## src/rtl/ep0_stage_pkg.sv

```systemverilog
package ep0_stage_pkg;

    typedef enum logic [2:0] {
        ST_IDLE_SETUP = 3'd1,
        ST_DATA_IN    = 3'd2,
        ST_DATA_OUT   = 3'd3,
        ST_IN_DRAIN   = 3'd4,
        ST_HALTED     = 3'd5
    } ep0_stage_e;

endpackage

```

## src/rtl/ep0_setup_decode.sv

```systemverilog
module ep0_setup_decode #(
    parameter int LEN_W = 16
) (
    input  logic             dir_bit,
    input  logic [LEN_W-1:0] req_len,
    output logic             has_data,
    output logic             to_host
);
    always_comb begin
        has_data = (req_len != '0);
        to_host  = dir_bit;
    end
endmodule

```

## src/rtl/ep0_out_counter.sv

```systemverilog
module ep0_out_counter #(
    parameter int LEN_W   = 16,
    parameter int MAX_PKT = 64,
    localparam int PKT_W  = $clog2(MAX_PKT + 1)
) (
    input  logic             clk,
    input  logic             rst_n,
    input  logic             load,
    input  logic [LEN_W-1:0] load_len,
    input  logic             take,
    input  logic [PKT_W-1:0] take_bytes,
    output logic             finish
);
    logic [LEN_W-1:0] left_q;
    logic [LEN_W-1:0] bytes_ext;

    always_comb begin
        bytes_ext = LEN_W'(take_bytes);
        finish    = (take_bytes < PKT_W'(MAX_PKT)) || (bytes_ext >= left_q);
    end

    always_ff @(posedge clk or negedge rst_n) begin
        if (!rst_n) begin
            left_q <= '0;
        end else if (load) begin
            left_q <= load_len;
        end else if (take) begin
            left_q <= finish ? '0 : (left_q - bytes_ext);
        end
    end

    // Remaining count never grows except on a fresh load
    assert_left_shrinks_R8: assert property (@(posedge clk) disable iff (!rst_n)
        !load |=> left_q <= $past(left_q))
        else $error("remaining OUT count grew without a load");
endmodule

```

## src/rtl/ctl_ep_stage_fsm.sv

```systemverilog
module ctl_ep_stage_fsm
    import ep0_stage_pkg::*;
#(
    parameter int LEN_W   = 16,
    parameter int MAX_PKT = 64,
    localparam int PKT_W  = $clog2(MAX_PKT + 1)
) (
    input  logic             clk,
    input  logic             rst_n,
    input  logic             setup_valid,
    input  logic             setup_dir_in,
    input  logic [LEN_W-1:0] setup_len,
    input  logic             pkt_done,
    input  logic             pkt_last,
    input  logic [PKT_W-1:0] pkt_bytes,
    input  logic             xfer_cmpl,
    input  logic             stall_req,
    output logic [2:0]       state_o,
    output logic             data_go,
    output logic             status_go
);
    ep0_stage_e state, next_state;
    logic next_data_go, next_status_go;
    logic has_data, to_host, out_finish;
    logic accept_setup, out_take;

    ep0_setup_decode #(.LEN_W(LEN_W)) u_decode (
        .dir_bit  (setup_dir_in),
        .req_len  (setup_len),
        .has_data (has_data),
        .to_host  (to_host)
    );

    always_comb begin
        accept_setup = setup_valid && !stall_req;
        out_take     = pkt_done && (state == ST_DATA_OUT) && !setup_valid && !stall_req;
    end

    ep0_out_counter #(.LEN_W(LEN_W), .MAX_PKT(MAX_PKT)) u_count (
        .clk        (clk),
        .rst_n      (rst_n),
        .load       (accept_setup),
        .load_len   (setup_len),
        .take       (out_take),
        .take_bytes (pkt_bytes),
        .finish     (out_finish)
    );

    always_comb begin
        next_state     = state;
        next_data_go   = 1'b0;
        next_status_go = 1'b0;
        if (stall_req) begin
            next_state = ST_HALTED;
        end else if (setup_valid) begin
            if (has_data) begin
                next_state   = to_host ? ST_DATA_IN : ST_DATA_OUT;
                next_data_go = 1'b1;
            end else begin
                next_state     = ST_IDLE_SETUP;
                next_status_go = 1'b1;
            end
        end else begin
            unique case (state)
                ST_DATA_IN: begin
                    if (pkt_done && pkt_last) next_state = ST_IN_DRAIN;
                end
                ST_IN_DRAIN: begin
                    if (xfer_cmpl) begin
                        next_state     = ST_IDLE_SETUP;
                        next_status_go = 1'b1;
                    end
                end
                ST_DATA_OUT: begin
                    if (pkt_done && out_finish) begin
                        next_state     = ST_IDLE_SETUP;
                        next_status_go = 1'b1;
                    end
                end
                ST_IDLE_SETUP, ST_HALTED: next_state = state;
                default: next_state = ST_IDLE_SETUP;
            endcase
        end
    end

    always_ff @(posedge clk or negedge rst_n) begin
        if (!rst_n) state <= ST_IDLE_SETUP;
        else        state <= next_state;
    end

    always_ff @(posedge clk or negedge rst_n) begin
        if (!rst_n) begin
            data_go   <= 1'b0;
            status_go <= 1'b0;
        end else begin
            data_go   <= next_data_go;
            status_go <= next_status_go;
        end
    end

    assign state_o = state;

    assert_stall_wins_R10: assert property (@(posedge clk) disable iff (!rst_n)
        stall_req |=> state == ST_HALTED)
        else $error("stall request did not halt");

    assert_drain_holds_R6: assert property (@(posedge clk) disable iff (!rst_n)
        (state == ST_IN_DRAIN && !xfer_cmpl && !setup_valid && !stall_req) |=> state == ST_IN_DRAIN)
        else $error("IN drain left without completion");

    assert_drain_exit_R6: assert property (@(posedge clk) disable iff (!rst_n)
        (state == ST_IN_DRAIN && xfer_cmpl && !setup_valid && !stall_req) |=> (status_go && state == ST_IDLE_SETUP))
        else $error("completion in IN drain mishandled");

    assert_data_go_stage_R3: assert property (@(posedge clk) disable iff (!rst_n)
        data_go |-> (state == ST_DATA_IN || state == ST_DATA_OUT))
        else $error("data strobe outside a data stage");

    assert_status_idle_R7: assert property (@(posedge clk) disable iff (!rst_n)
        status_go |-> state == ST_IDLE_SETUP)
        else $error("status strobe outside idle stage");

    assert_halt_exit_R11: assert property (@(posedge clk) disable iff (!rst_n)
        (state == ST_HALTED && setup_valid && !stall_req) |=> state != ST_HALTED)
        else $error("SETUP did not clear halt");

    assert_strobes_excl_R2: assert property (@(posedge clk) disable iff (!rst_n)
        !(data_go && status_go))
        else $error("both strobes at once");
endmodule

```

## config.mk

```make
export PLATFORM = sky130hd
export DESIGN_NAME = ctl_ep_stage_fsm
export DESIGN_NICKNAME = d
export VERILOG_FILES = /design/src/rtl/ep0_stage_pkg.sv /design/src/rtl/ep0_setup_decode.sv /design/src/rtl/ep0_out_counter.sv /design/src/rtl/ctl_ep_stage_fsm.sv
export SDC_FILE = /design/constraint.sdc
export NUM_CORES = 1
export LEC_CHECK = 0
export BUFFER_PORTS_ARGS = -buffer_cell sky130_fd_sc_hd__buf_2
export CORE_MARGIN = 3
export CORE_UTILIZATION = 57
export DETAILED_ROUTE_END_ITERATION = 16
export PLACE_DENSITY = 0.84
export REMOVE_ABC_BUFFERS = 1
export SETUP_SLACK_MARGIN = 0.5
export SYNTH_ARGS = -nofsm -noshare
export SYNTH_HDL_FRONTEND = slang
export SYNTH_SLANG_ARGS = --single-unit
```

## constraint.sdc

```tcl
create_clock -name clk -period 3.4 [get_ports clk]
set_clock_uncertainty 0.05 [all_clocks]
set_input_delay 0.51 -clock clk [delete_from_list [all_inputs] [get_ports clk]]
set_output_delay 0.51 -clock clk [all_outputs]
set_load 0.1 [all_outputs]
```

; ---- After elaboration in Yosys (flattened, before gate mapping)
; Cells that the tools add are included.
[word_totals]
input_bits = 31
reg_bits = 21
word_cells = 49
[classes]
n_mux = 20
eq_ne = 9
n_lt_le_gt_ge = 2
n_reduce_logical = 13
n_addsub = 1
[op_table]
columns = cell, n
row1 = $mux W16, 3
row2 = $ge A7 B16 Y1, 1
row3 = $reduce_bool A16 Y1, 1
row4 = $sub A16 B7 Y16, 1
row5 = $mux W3, 5
row6 = $pmux W3 S4, 1
row7 = $mux W1, 9
row8 = $ne A4 B4 Y1 const B, 2
row9 = $lt A7 B7 Y1 const B, 1
row10 = $eq A3 B2 Y1 const B, 2
row11 = $eq A3 B3 Y1 const B, 2
row12 = $logic_and A1 B1 Y1, 6
row13 = $ne A4 B3 Y1 const B, 1
row14 = $reduce_and A4 Y1, 1
row15 = $eq A3 B1 Y1 const B, 1
row16 = $ne A3 B3 Y1 const B, 1
row17 = $logic_not A1 Y1, 2
row18 = $mux W2, 1
row19 = $pmux W1 S2, 1
row20 = $reduce_bool A2 Y1, 1
row21 = $reduce_or A2 Y1, 1
row22 = $logic_or A1 B1 Y1, 1

; ---- Depth between registers and ports, before layout
; Gate-level depths: netlist of run 1.
[logic_depth]
depth_word = 7
mapped_depth = 10
mapped_depth_nobuf = 10

; ---- Hierarchy
; Synthesis of run 1 repeated with hierarchy kept, for this count alone.
[hier_totals]
cells_unflattened = 188
hier_area_um2 = 1634.1
[by_module_without_submodules]
columns = mod, cells_each, instances, area_per_inst_um2, seq_area_each_um2
row1 = ep0_out_counter, 153, 1, 1307.5, 400.4
row2 = ctl_ep_stage_fsm, 29, 1, 287.8, 126.4
row3 = ep0_setup_decode, 6, 1, 38.8, 0.0

; ---- Worst setup path before layout of run 1
; No wires, ideal clock.
[synth_path]
path_kind = reg2reg
from = register state[1] (netlist: state_o[1])
to = register u_count.left_q[9]
setup_ns = 0.087
synth_period_minus_slack_ns = 2.692
arrival_time_ns = 2.555
path_stages_with_launch = 7
required_time_ns = 3.263
path_buffers = 0
setup_slack_ns = 0.708
path_cell_list = dfrtp_1 and4b_1 o21bai_1 or4_4 or3_1 xor2_1 a211oi_2
[synth_between]
elab_chain_len = 5
[synth_lines]
columns = element, line
row1 = from (decl), ctl_ep_stage_fsm.sv:22  ; ep0_stage_e state, next_state;
row2 = from (signal assigned), ctl_ep_stage_fsm.sv:88  ; else state <= next_state;
row3 = $eq A3 B2 Y1, ctl_ep_stage_fsm.sv:36  ; out_take = pkt_done && (state == ST_DATA_OUT) && !setup_valid && !stall_req;
row4 = $logic_and A1 B1 Y1 (3 in series), ctl_ep_stage_fsm.sv:36
row5 = $reduce_bool A2 Y1 (no source line), n/a
row6 = to (signal assigned), ep0_out_counter.sv:26  ; left_q <= load_len;
row7 = to (signal assigned), ep0_out_counter.sv:28  ; left_q <= finish ? '0 : (left_q - bytes_ext);
row8 = to (decl), ep0_out_counter.sv:14  ; logic [LEN_W-1:0] left_q;
; No other way between the ends.
; A chain may end at the register's enable or synchronous reset.

; ---- Worst setup path after layout of run 1
[layout_path]
from = register state[0] (netlist: state_o[0])
to = register u_count.left_q[9]
; Same word-level chain as after synthesis.

==> flow_metrics.env, run 1 <==
export IMPL_synth_edff_count=0
export IMPL_worst_slack_ns=0.892
export IMPL_worstMarginPinSlew_ns=0.594
export IMPL_postCtsSetupBuffers=0
export IMPL_worstPathMaxFanout=11
export IMPL_ys_types=36
export IMPL_clock_path_buffers=2
export IMPL_core_mm2=0.00234
export IMPL_dr_pass1_iters=4
export IMPL_syn_instance_count=174
export IMPL_top_level_ports=36
export IMPL_final_cell_mix="buf_2 (35), dfrtp_1 (20), nor2_1 (18)"
export IMPL_die_w_um=57.2
export IMPL_drt_iter0_drc=72
export IMPL_grt_start_max_net_pins=22
export IMPL_finalSetupViolCount=0
export IMPL_final_period_utilization_pct=73.8
export IMPL_wl_mm=3.52
export IMPL_start_util_pct=63.8
export IMPL_dp_slack_ns=0.707
export IMPL_htree_levels=1
export IMPL_mostFrequentLayoutCell="buf_2"
export IMPL_hold_path_class="primary input to async pin"
export IMPL_wire_per_inst_um=14.7
export IMPL_final_nets=252
export IMPL_io_buffers=35
export IMPL_grt_use_total_pct=23.2
export IMPL_worstSetupPathType="flop to flop"
export IMPL_power_density_mw_per_mm2=504
export IMPL_async_flop_share_pct=100
export IMPL_status="finished clean"
export IMPL_final_setup_tns_ns=0
export IMPL_cts_buffers_inserted=3
export IMPL_syn_mean_instance_area_um2=8.58
export IMPL_rr_worst_depth=7
export IMPL_gp_congestion=0.894
export IMPL_die_area_mm2=0.00327
export IMPL_ys_seq_area_share_pct=35.3
export IMPL_yosysWarnings=0
export IMPL_grt_pass1_wl_mm=6.09
export IMPL_area_delta_synth_final_pct=16.3
export IMPL_synth_area_mm2=0.00149
export IMPL_cts_sinks=21
export IMPL_root_buffer="clkbuf_4"
export IMPL_cts_resized=0
export IMPL_crit_required_ns=3.57
export IMPL_insertion_delay_ns=0.30
export IMPL_crit_arrival_ns=2.68
export IMPL_ys_ff_latch=21
export IMPL_peakVddDrop_v=0.000394
export IMPL_grt_overflow_total=0
export IMPL_slew_headroom_pct=60.0
export IMPL_fillers=186
export IMPL_period_minus_slack_ns=2.51
export IMPL_antenna_left=0
export IMPL_rows=17
export IMPL_layout_drive_gt1_share_pct=22.2
export IMPL_p_total_mw=0.875
export IMPL_antenna_found_initial=0
export IMPL_cts_hold_buf=0
export IMPL_cap_violations=0
export IMPL_cts_tree="built"
export IMPL_via_per_inst=5.99
export IMPL_hold_viol_final=0
export IMPL_die_y_um=57.2
export IMPL_dp_hpwl_mm=2.73
export IMPL_drc=0
export IMPL_timing_fmax_mhz=399
export IMPL_grt_pass1_vias=1417
export IMPL_clk_pin_slew_ns=0.11
export IMPL_synth_top_flop_cell="dfrtp_1"
export IMPL_antennaDiodeCount=0
export IMPL_slew_violations=0
export IMPL_startpoint_type="flop"
export IMPL_grt_setup_unrepaired="false"
export IMPL_critPathCaptureType="flop"
export IMPL_num_vias=1438
export IMPL_leakage_nw=0.787
==> registers in the layout, summed over array words and instances (netlist names) <==
register and count:
state_o 3, status_go 1, data_go 1, u_count.left_q 16
==> final timing paths <==
kind | from | slack (ns) | end
setup / recovery | state_o[0]$_DFFE_PN1P_ | 0.89 | u_count.left_q[9]$_DFFE_PN0P_
hold / removal | rst_n | 0.09 | u_count.left_q[6]$_DFFE_PN0P_
setup reg to reg | state_o[0]$_DFFE_PN1P_ | 0.89 | u_count.left_q[9]$_DFFE_PN0P_
hold reg to reg | u_count.left_q[0]$_DFFE_PN0P_ | 0.48 | u_count.left_q[0]$_DFFE_PN0P_
max in group asynchronous | rst_n | 2.86 | state_o[0]$_DFFE_PN1P_
min in group clk | setup_len[12] | 0.38 | u_count.left_q[12]$_DFFE_PN0P_
==> kinds of logic after synthesis <==
family	Yosys count	synth area share [%]
fa+ha+maj	8	7.21
flops	21	35.3
xor+xnor	13	7.63
compound gates	50	22.1
buf+inv	18	4.61
simple gates	64	23.1
==> power breakdown <==
group          total, mW  internal [mW]  switching [mW]
clock              0.119         0.0458          0.0737
combinational      0.387          0.164           0.223
sequential         0.368          0.306          0.0620
==> critical path: stages (launching register included) <==
cell      delay, ns
dfstp_2        0.61
and4b_1        0.27
o21bai_1       0.07
buf_4          0.18
or4_4          0.54
or3_1          0.33
xor2_1         0.16
a211oi_2       0.22
==> through the flow <==
step | std cells | hold WS (ns) | instance area [µm²] | utilization, %
floorplan | 170 | 0.164 | 1480 | -
global placement | 236 | 0.437 | 1710 | 73.0
detailed placement | 236 | 0.448 | 1710 | 73.0
CTS | 240 | 0.0958 | 1740 | 74.2
global route | 240 | 0.108 | 1740 | 74.2
finish | 240 | 0.0909 | 1740 | 74.2
==> per-layer routing <==
metal | GRT usage (%) | vias up | share of wire (%)
met5 | 0 | - | 0
met4 | 4.97 | 0 | 1.3
met3 | 4.98 | 6 | 5.3
met2 | 40.5 | 44 | 49
met1 | 29.4 | 667 | 45
li1 | - | 721 | -
==> area by class of cell <==
class	instances	area, µm²	area share [%]
repair buffers	38	198	11.4
well taps	28	35.0	2.02
flip-flops and latches	21	527	30.4
multi-input cells	135	897	51.7
inverters	14	52.6	3.03
clock buffers	4	26.3	1.51
==> synthesized netlist by cell type, drive strengths merged, types with 2 or more instances <==
master  number  area share [%]
ha           7             5.9
a22oi        8             4.0
dfrtp       20              34
nor4         9             4.2
inv         14             3.5
nand2        7             1.8
xor2         7             4.1
and4b        2             1.3
clkbuf       3            0.75
nand3        7             2.3
nor2        18             4.5
nor3         4             1.3
o41ai        2             1.2
nand2b       7             2.9
a21oi        7             2.3
nand4        4             1.7
a31oi        4             1.7
xnor2        6             3.5
a211oi       7             3.9
o21ai       15             5.0
or2          2            0.84
o21bai       2             1.0
No activity file was read; power rests on OpenSTA's default activity.
==> run 2: changes to the inputs <==
CORE_UTILIZATION = 48   (was 57)
PLACE_DENSITY = 0.76   (was 0.84)
clock period = 2.1 ns   (was 3.4 ns; I/O delays follow)
==> run 2 against run 1 <==
- the run now ends with negative setup slack left
- flip-flop and latch count did not move
- largest power group unchanged
- combinational power rose to 3.4 times the previous value
- sequential share of layout area fell by 8.1 points
- non-clock buffer count increased by 38
==> flow_metrics.env, run 2 (synthesis results as in run 1) <==
export IMPL_status="finished, violations left"
export IMPL_violations="negative setup slack"
export IMPL_dp_hpwl_mm=3.29
export IMPL_clk_pin_slew_ns=0.13
export IMPL_peakVddDrop_v=0.000704
export IMPL_met3_usage_pct=7.23
export IMPL_layout_drive_gt1_share_pct=50.0
export IMPL_layoutNonFillerInstCount=281
export IMPL_die_y_um=61.8
export IMPL_slew_violations=0
export IMPL_critPathSlowestCell="or4_4"
export IMPL_cp_slowest_stage_delay_ns=0.49
export IMPL_multiInputGateArea_mm2=0.00117
export IMPL_finalSetupViolCount=18
export IMPL_final_period_utilization_pct=111
export IMPL_leakage_nw=1.06
export IMPL_crit_path_end="u_count.left_q[9]$_DFFE_PN0P_"
export IMPL_start_util_pct=52.3
export IMPL_gr_usage_met2_pct=55.2
export IMPL_crit_arrival_ns=2.52
export IMPL_rows=19
export IMPL_num_vias=1865
export IMPL_place_inst=265
export IMPL_hold_viol_final=0
export IMPL_final_nets=290
export IMPL_die_area_mm2=0.00381
export IMPL_worstHoldPathCells=3
export IMPL_dr_pass1_iters=4
export IMPL_htree_levels=1
export IMPL_regMostFlops="u_count.left_q"
export IMPL_final_setup_tns_ns=-1.69
export IMPL_timing_fmax_mhz=431
export IMPL_antenna_found_initial=0
export IMPL_critPathCaptureType="flop"
export IMPL_cts_buffers_inserted=3
export IMPL_worstPathMaxFanout=4
export IMPL_grt_use_met1_pct=35.3
export IMPL_die_w_um=61.8
export IMPL_worstMarginPinSlew_ns=0.658
export IMPL_via_per_inst=6.64
export IMPL_cap_violations=0
export IMPL_min_from="setup_len[7]"
export IMPL_slew_headroom_pct=55.7
export IMPL_final_cell_mix="buf_2 (32), buf_4 (29), dfrtp_1 (20)"
export IMPL_grt_overflow_total=0
export IMPL_clock_path_buffers=2
export IMPL_power_density_mw_per_mm2=914
export IMPL_period_minus_slack_ns=2.32
export IMPL_gp_congestion=0.866
export IMPL_antenna_left=0
export IMPL_r2r_slack_ns=-0.22
export IMPL_insertion_delay_ns=0.32
export IMPL_drc=0
export IMPL_dp_slack_ns=-0.241
export IMPL_r2r_start="u_count.left_q[5]$_DFFE_PN0P_"
export IMPL_grt_pass1_vias=1888
export IMPL_cts_tree="built"
export IMPL_grt_use_total_pct=32.1
export IMPL_grt_setup_unrepaired="true"
export IMPL_area_delta_synth_final_pct=58.5
export IMPL_startpoint_type="flop"
export IMPL_largest_reg_flops=16
export IMPL_hold_path_class="primary input to flop"
export IMPL_crit_required_ns=2.30
export IMPL_io_buffers=35
export IMPL_worstSetupPathType="flop to flop"
export IMPL_crit_start="u_count.left_q[5]$_DFFE_PN0P_"
export IMPL_grt_pass1_wl_mm=8.75
export IMPL_rr_worst_depth=8
export IMPL_wl_mm=5.89
export IMPL_antennaDiodeCount=0
export IMPL_top_level_ports=36
export IMPL_drt_iter0_drc=140
export IMPL_wire_per_inst_um=21.0
export IMPL_top_usage_layer="met2"
export IMPL_regArea_um2=527
export IMPL_grt_start_max_net_pins=22
export IMPL_mostFrequentLayoutCell="buf_2"
export IMPL_fillers=156
export IMPL_root_buffer="clkbuf_4"
export IMPL_p_total_mw=2.16
export IMPL_worst_slack_ns=-0.222
export IMPL_core_mm2=0.00285
export IMPL_reg2reg_to="u_count.left_q[9]$_DFFE_PN0P_"
export IMPL_cp_cell_sequence="ha_4 > buf_6 > nand3_2 > a21oi_2 > or4_4 > or3_1 > xor2_1 > a211oi_2"
export IMPL_cts_sinks=21
[run 2: cell count changes in the layout (fill, tap and decap cells not counted), sizes merged]
cell | before | now
dlygate4sd3 | 0 | 1
clkbuf | 4 | 5
buf | 38 | 74
[run 2: how the worst min path moves through the flow]
stage	endpoint	slack (ns)
floorplan	data_go$_DFF_PN0_	-0.03
global placement	u_count.left_q[12]$_DFFE_PN0P_	0.25
detailed placement	u_count.left_q[15]$_DFFE_PN0P_	0.26
CTS	u_count.left_q[12]$_DFFE_PN0P_	0.18
global route	u_count.left_q[7]$_DFFE_PN0P_	0.17
finish	u_count.left_q[7]$_DFFE_PN0P_	0.16
[run 2: metal layers]
| metal | routed length, µm | vias to the layer above |
|---|---|---|
| li1 | - | 796 |
| met1 | 2160 | 894 |
| met2 | 2890 | 129 |
| met3 | 490 | 46 |
| met4 | 348 | 0 |
| met5 | 0 | - |
[run 2: repair_timing]
item                                    in CTS  in global routing
buffers inserted                             6                  5
endpoints found under the hold margin       20                  0
endpoints found under the setup margin      20                 20
resized for setup                           68                 18
gates cloned                                 0                  0
pin swaps                                   31                 10
hold buffers                                 1                  0
[run 2: area by class of cell]
type | instances | share of cell area, %
Timing Repair Buffer | 76 | 23.3
Inverter | 14 | 2.22
Tap cell | 31 | 1.64
Sequential cell | 21 | 22.3
Clock buffer | 4 | 1.11
Multi-Input combinational cell | 135 | 49.5
[run 2: power breakdown]
part	internal, mW	leakage, nW	switching [mW]
sequential	0.496	0.249	0.119
clock	0.0746	0.0150	0.144
combinational	0.634	0.792	0.696
[run 2: worst max-delay path: cells and delay by family (launching register included)]
family          cells  cell delay [ns]
simple gates        3             0.92
fa+ha+maj           1             0.27
xor+xnor            1             0.18
buf+inv             1             0.13
flops               1             0.44
compound gates      2             0.26
[run 2: through the flow]
stage / hold WS, ns / util, % / cell area, µm²
2_1_floorplan: -0.0306 / - / 1480
3_3_place_gp: 0.252 / 66.9 / 1910
3_5_place_dp: 0.255 / 66.9 / 1910
4_1_cts: 0.181 / 78.3 / 2230
5_1_grt: 0.166 / 82.9 / 2370
6_report: 0.159 / 82.9 / 2370
==> run 3: changes to the inputs <==
ABC_AREA = 1   (was not set)
CORE_UTILIZATION = 49   (was 48)
==> run 3 against run 2 <==
- the run now ends clean
- flip-flop and latch count stayed put
- register-to-register slack better by 0.38 ns
- worst hold slack worse by 0.0097 ns
- critical path depth is 3 higher
- synthesized area is 15% higher
- cell count is 25% higher
- wire length is 9.5% lower
- clock power is 6% lower
- final area is 0.53% higher
- combinational power is 42% lower
==> flow_metrics.env, run 3 <==
export IMPL_grt_setup_unrepaired="true"
export IMPL_yosysTopAreaCell="dfrtp_1"
export IMPL_start_util_pct=53.5
export IMPL_num_vias=1948
export IMPL_worstSetupPathType="flop to flop"
export IMPL_ys_seq_area_share_pct=30.8
export IMPL_leakage_nw=1.19
export IMPL_crit_required_ns=2.30
export IMPL_hold_viol_final=0
export IMPL_via_per_inst=5.55
export IMPL_startpoint_type="flop"
export IMPL_synth_most_common_cell="nand2_1"
export IMPL_htree_levels=1
export IMPL_yosysWarnings=0
export IMPL_status="finished clean"
export IMPL_place_area_mm2=0.00194
export IMPL_synth_top_flop_cell="dfrtp_1"
export IMPL_mostFrequentLayoutCell="nand2_1"
export IMPL_synth_area_mm2=0.00171
export IMPL_reg2reg_to="state_o[2]$_DFFE_PN0P_"
export IMPL_final_area_mm2=0.00238
export IMPL_ys_types=33
export IMPL_drt_iter0_drc=147
export IMPL_syn_instance_count=250
export IMPL_area_delta_synth_final_pct=38.9
export IMPL_slew_headroom_pct=65.8
export IMPL_final_cell_mix="nand2_1 (47), inv_1 (40), buf_2 (34)"
export IMPL_cap_violations=0
export IMPL_layout_drive_gt1_share_pct=38.1
export IMPL_wire_per_inst_um=15.2
export IMPL_critPathSlowestCell="dfrtp_1"
export IMPL_clock_path_buffers=2
export IMPL_largest_reg_flops=16
export IMPL_antenna_found_initial=0
export IMPL_core_mm2=0.00320
export IMPL_crit_arrival_ns=2.15
export IMPL_min_from="setup_len[14]"
export IMPL_hold_end="u_count.left_q[14]$_DFFE_PN0P_"
export IMPL_clk_pin_slew_ns=0.13
export IMPL_grt_pass1_wl_mm=7.44
export IMPL_worstPathMaxFanout=4
export IMPL_period_minus_slack_ns=1.95
export IMPL_synth_common_cells="nand2_1 (58), inv_1 (44), nand3_1 (25)"
export IMPL_root_buffer="clkbuf_4"
export IMPL_regMostFlops="u_count.left_q"
export IMPL_grt_overflow_total=0
export IMPL_io_buffers=35
export IMPL_timing_fmax_mhz=514
export IMPL_rr_worst_depth=11
export IMPL_cts_sinks=21
export IMPL_critPathCaptureType="flop"
export IMPL_worstHoldPathCells=3
export IMPL_r2r_slack_ns=0.15
export IMPL_wl_mm=5.33
export IMPL_top_level_ports=36
export IMPL_cts_tree="built"
export IMPL_finalSetupViolCount=0
export IMPL_antennaDiodeCount=0
export IMPL_syn_mean_instance_area_um2=6.85
export IMPL_rows=20
export IMPL_grt_use_total_pct=22.3
export IMPL_die_y_um=65.1
export IMPL_insertion_delay_ns=0.32
export IMPL_cp_cell_sequence="ha_1 > inv_1 > nor3_2 > nand3_2 > nand3_2 > nand2_1 > nand2_1 > nand2_2 > nand2_2 > nand2_1 > nand2_1"
export IMPL_grt_pass1_vias=1727
export IMPL_worstMarginPinSlew_ns=0.513
export IMPL_drc=0
export IMPL_power_density_mw_per_mm2=630
export IMPL_final_setup_tns_ns=0
export IMPL_slew_violations=0
export IMPL_grt_start_max_net_pins=22
export IMPL_peakVddDrop_v=0.000369
export IMPL_dr_pass1_iters=5
export IMPL_cp_common_cell="nand2_1"
export IMPL_r2r_start="u_count.left_q[3]$_DFFE_PN0P_"
export IMPL_gp_congestion=0.896
export IMPL_final_nets=347
export IMPL_die_w_um=65.1
export IMPL_antenna_left=0
export IMPL_synth_edff_count=0
export IMPL_dp_hpwl_mm=3.33
export IMPL_die_area_mm2=0.00424
export IMPL_yosysTopAreaCellShare_pct=29.2
export IMPL_async_flop_share_pct=100
export IMPL_cts_buffers_inserted=3
export IMPL_ys_ff_latch=21
export IMPL_cp_slowest_stage_delay_ns=0.43
export IMPL_hold_path_class="primary input to flop"
export IMPL_netlist_top_cells_area="dfrtp_1 (29%), nand2_1 (13%), inv_1 (9.6%)"
export IMPL_final_period_utilization_pct=92.7
run 3: changes by cell type after synthesis, sizes merged, moves of 9 or more:
cell,before,now
nand2,7,62
inv,14,47
nor2,18,27
nand3,7,27
run 3: metrics by stage:
step	std cells	hold slack [ns]	power [mW]	utilization [%]	worst slack, ns
finish	351	0.149	1.50	74.3	0.154
global route	351	0.160	1.59	74.3	0.0487
CTS	341	0.147	1.33	66.0	0.153
detailed placement	329	0.264	1.06	60.7	0.0332
global placement	329	0.258	1.05	60.7	0.0984
floorplan	248	-0.0306	0.919	-	-0.0838
run 3: worst max path at each step:
stage	endpoint	startpoint	slack, ns	cells past startpoint
2_1_floorplan	u_count.left_q[11]$_DFFE_PN0P_	state_o[1]$_DFFE_PN0P_	-0.08	8
3_3_place_gp	u_count.left_q[14]$_DFFE_PN0P_	u_count.left_q[0]$_DFFE_PN0P_	0.1	14
3_5_place_dp	u_count.left_q[14]$_DFFE_PN0P_	u_count.left_q[0]$_DFFE_PN0P_	0.03	14
4_1_cts	state_o[0]$_DFFE_PN1P_	u_count.left_q[0]$_DFFE_PN0P_	0.15	15
5_1_grt	state_o[2]$_DFFE_PN0P_	u_count.left_q[0]$_DFFE_PN0P_	0.05	15
6_report	state_o[2]$_DFFE_PN0P_	u_count.left_q[3]$_DFFE_PN0P_	0.15	11
run 3: critical path, delay by kind of cell (launching register included):
kind | cells | cell delay, ns
AND/OR/NAND/NOR | 9 | 0.99
flip-flops | 1 | 0.43
adder cells (fa/ha/maj) | 1 | 0.31
buffers and inverters | 1 | 0.10
run 3: what timing repair did:
item | in CTS | in global routing
buffers inserted | 7 | 10
hold endpoints to repair | 20 | 0
endpoints found under the setup margin | 22 | 21
pin swaps | 6 | 24
gates resized for setup | 22 | 38
hold buffers | 1 | 0
run 3: routing by layer:
layer	wire, µm	up-vias	part of all wire, %	global-route usage [%]
met5	0	-	0	0
met4	197	0	3.7	3.89
met3	406	30	7.6	3.76
met2	2640	131	49	39.5
met1	2090	871	39	29.0
li1	-	916	-	-
run 3: logic make-up after synthesis:
family	after synthesis	share of synthesized area, %
adder cells (fa/ha/maj)	8	6.28
AND/OR/NAND/NOR	128	34.3
buffers and inverters	49	11.3
flip-flops	21	30.8
XOR/XNOR	8	4.09
AO/OA/AOI/OAI	36	13.3
run 3: where the power goes:
part,switching [mW],internal [mW]
combinational,0.460,0.305
sequential,0.0627,0.466
clock,0.134,0.0713
total,0.657,0.842
run 3: area by class of cell:
type | count | area [µm²]
multi-input combinational | 180 | 1240
clock inverter | 1 | 5.00
timing repair buffer | 55 | 343
clock buffer | 3 | 22.5
sequential | 21 | 527
inverter | 47 | 184
tap | 44 | 55.1
fill | 256 | 825
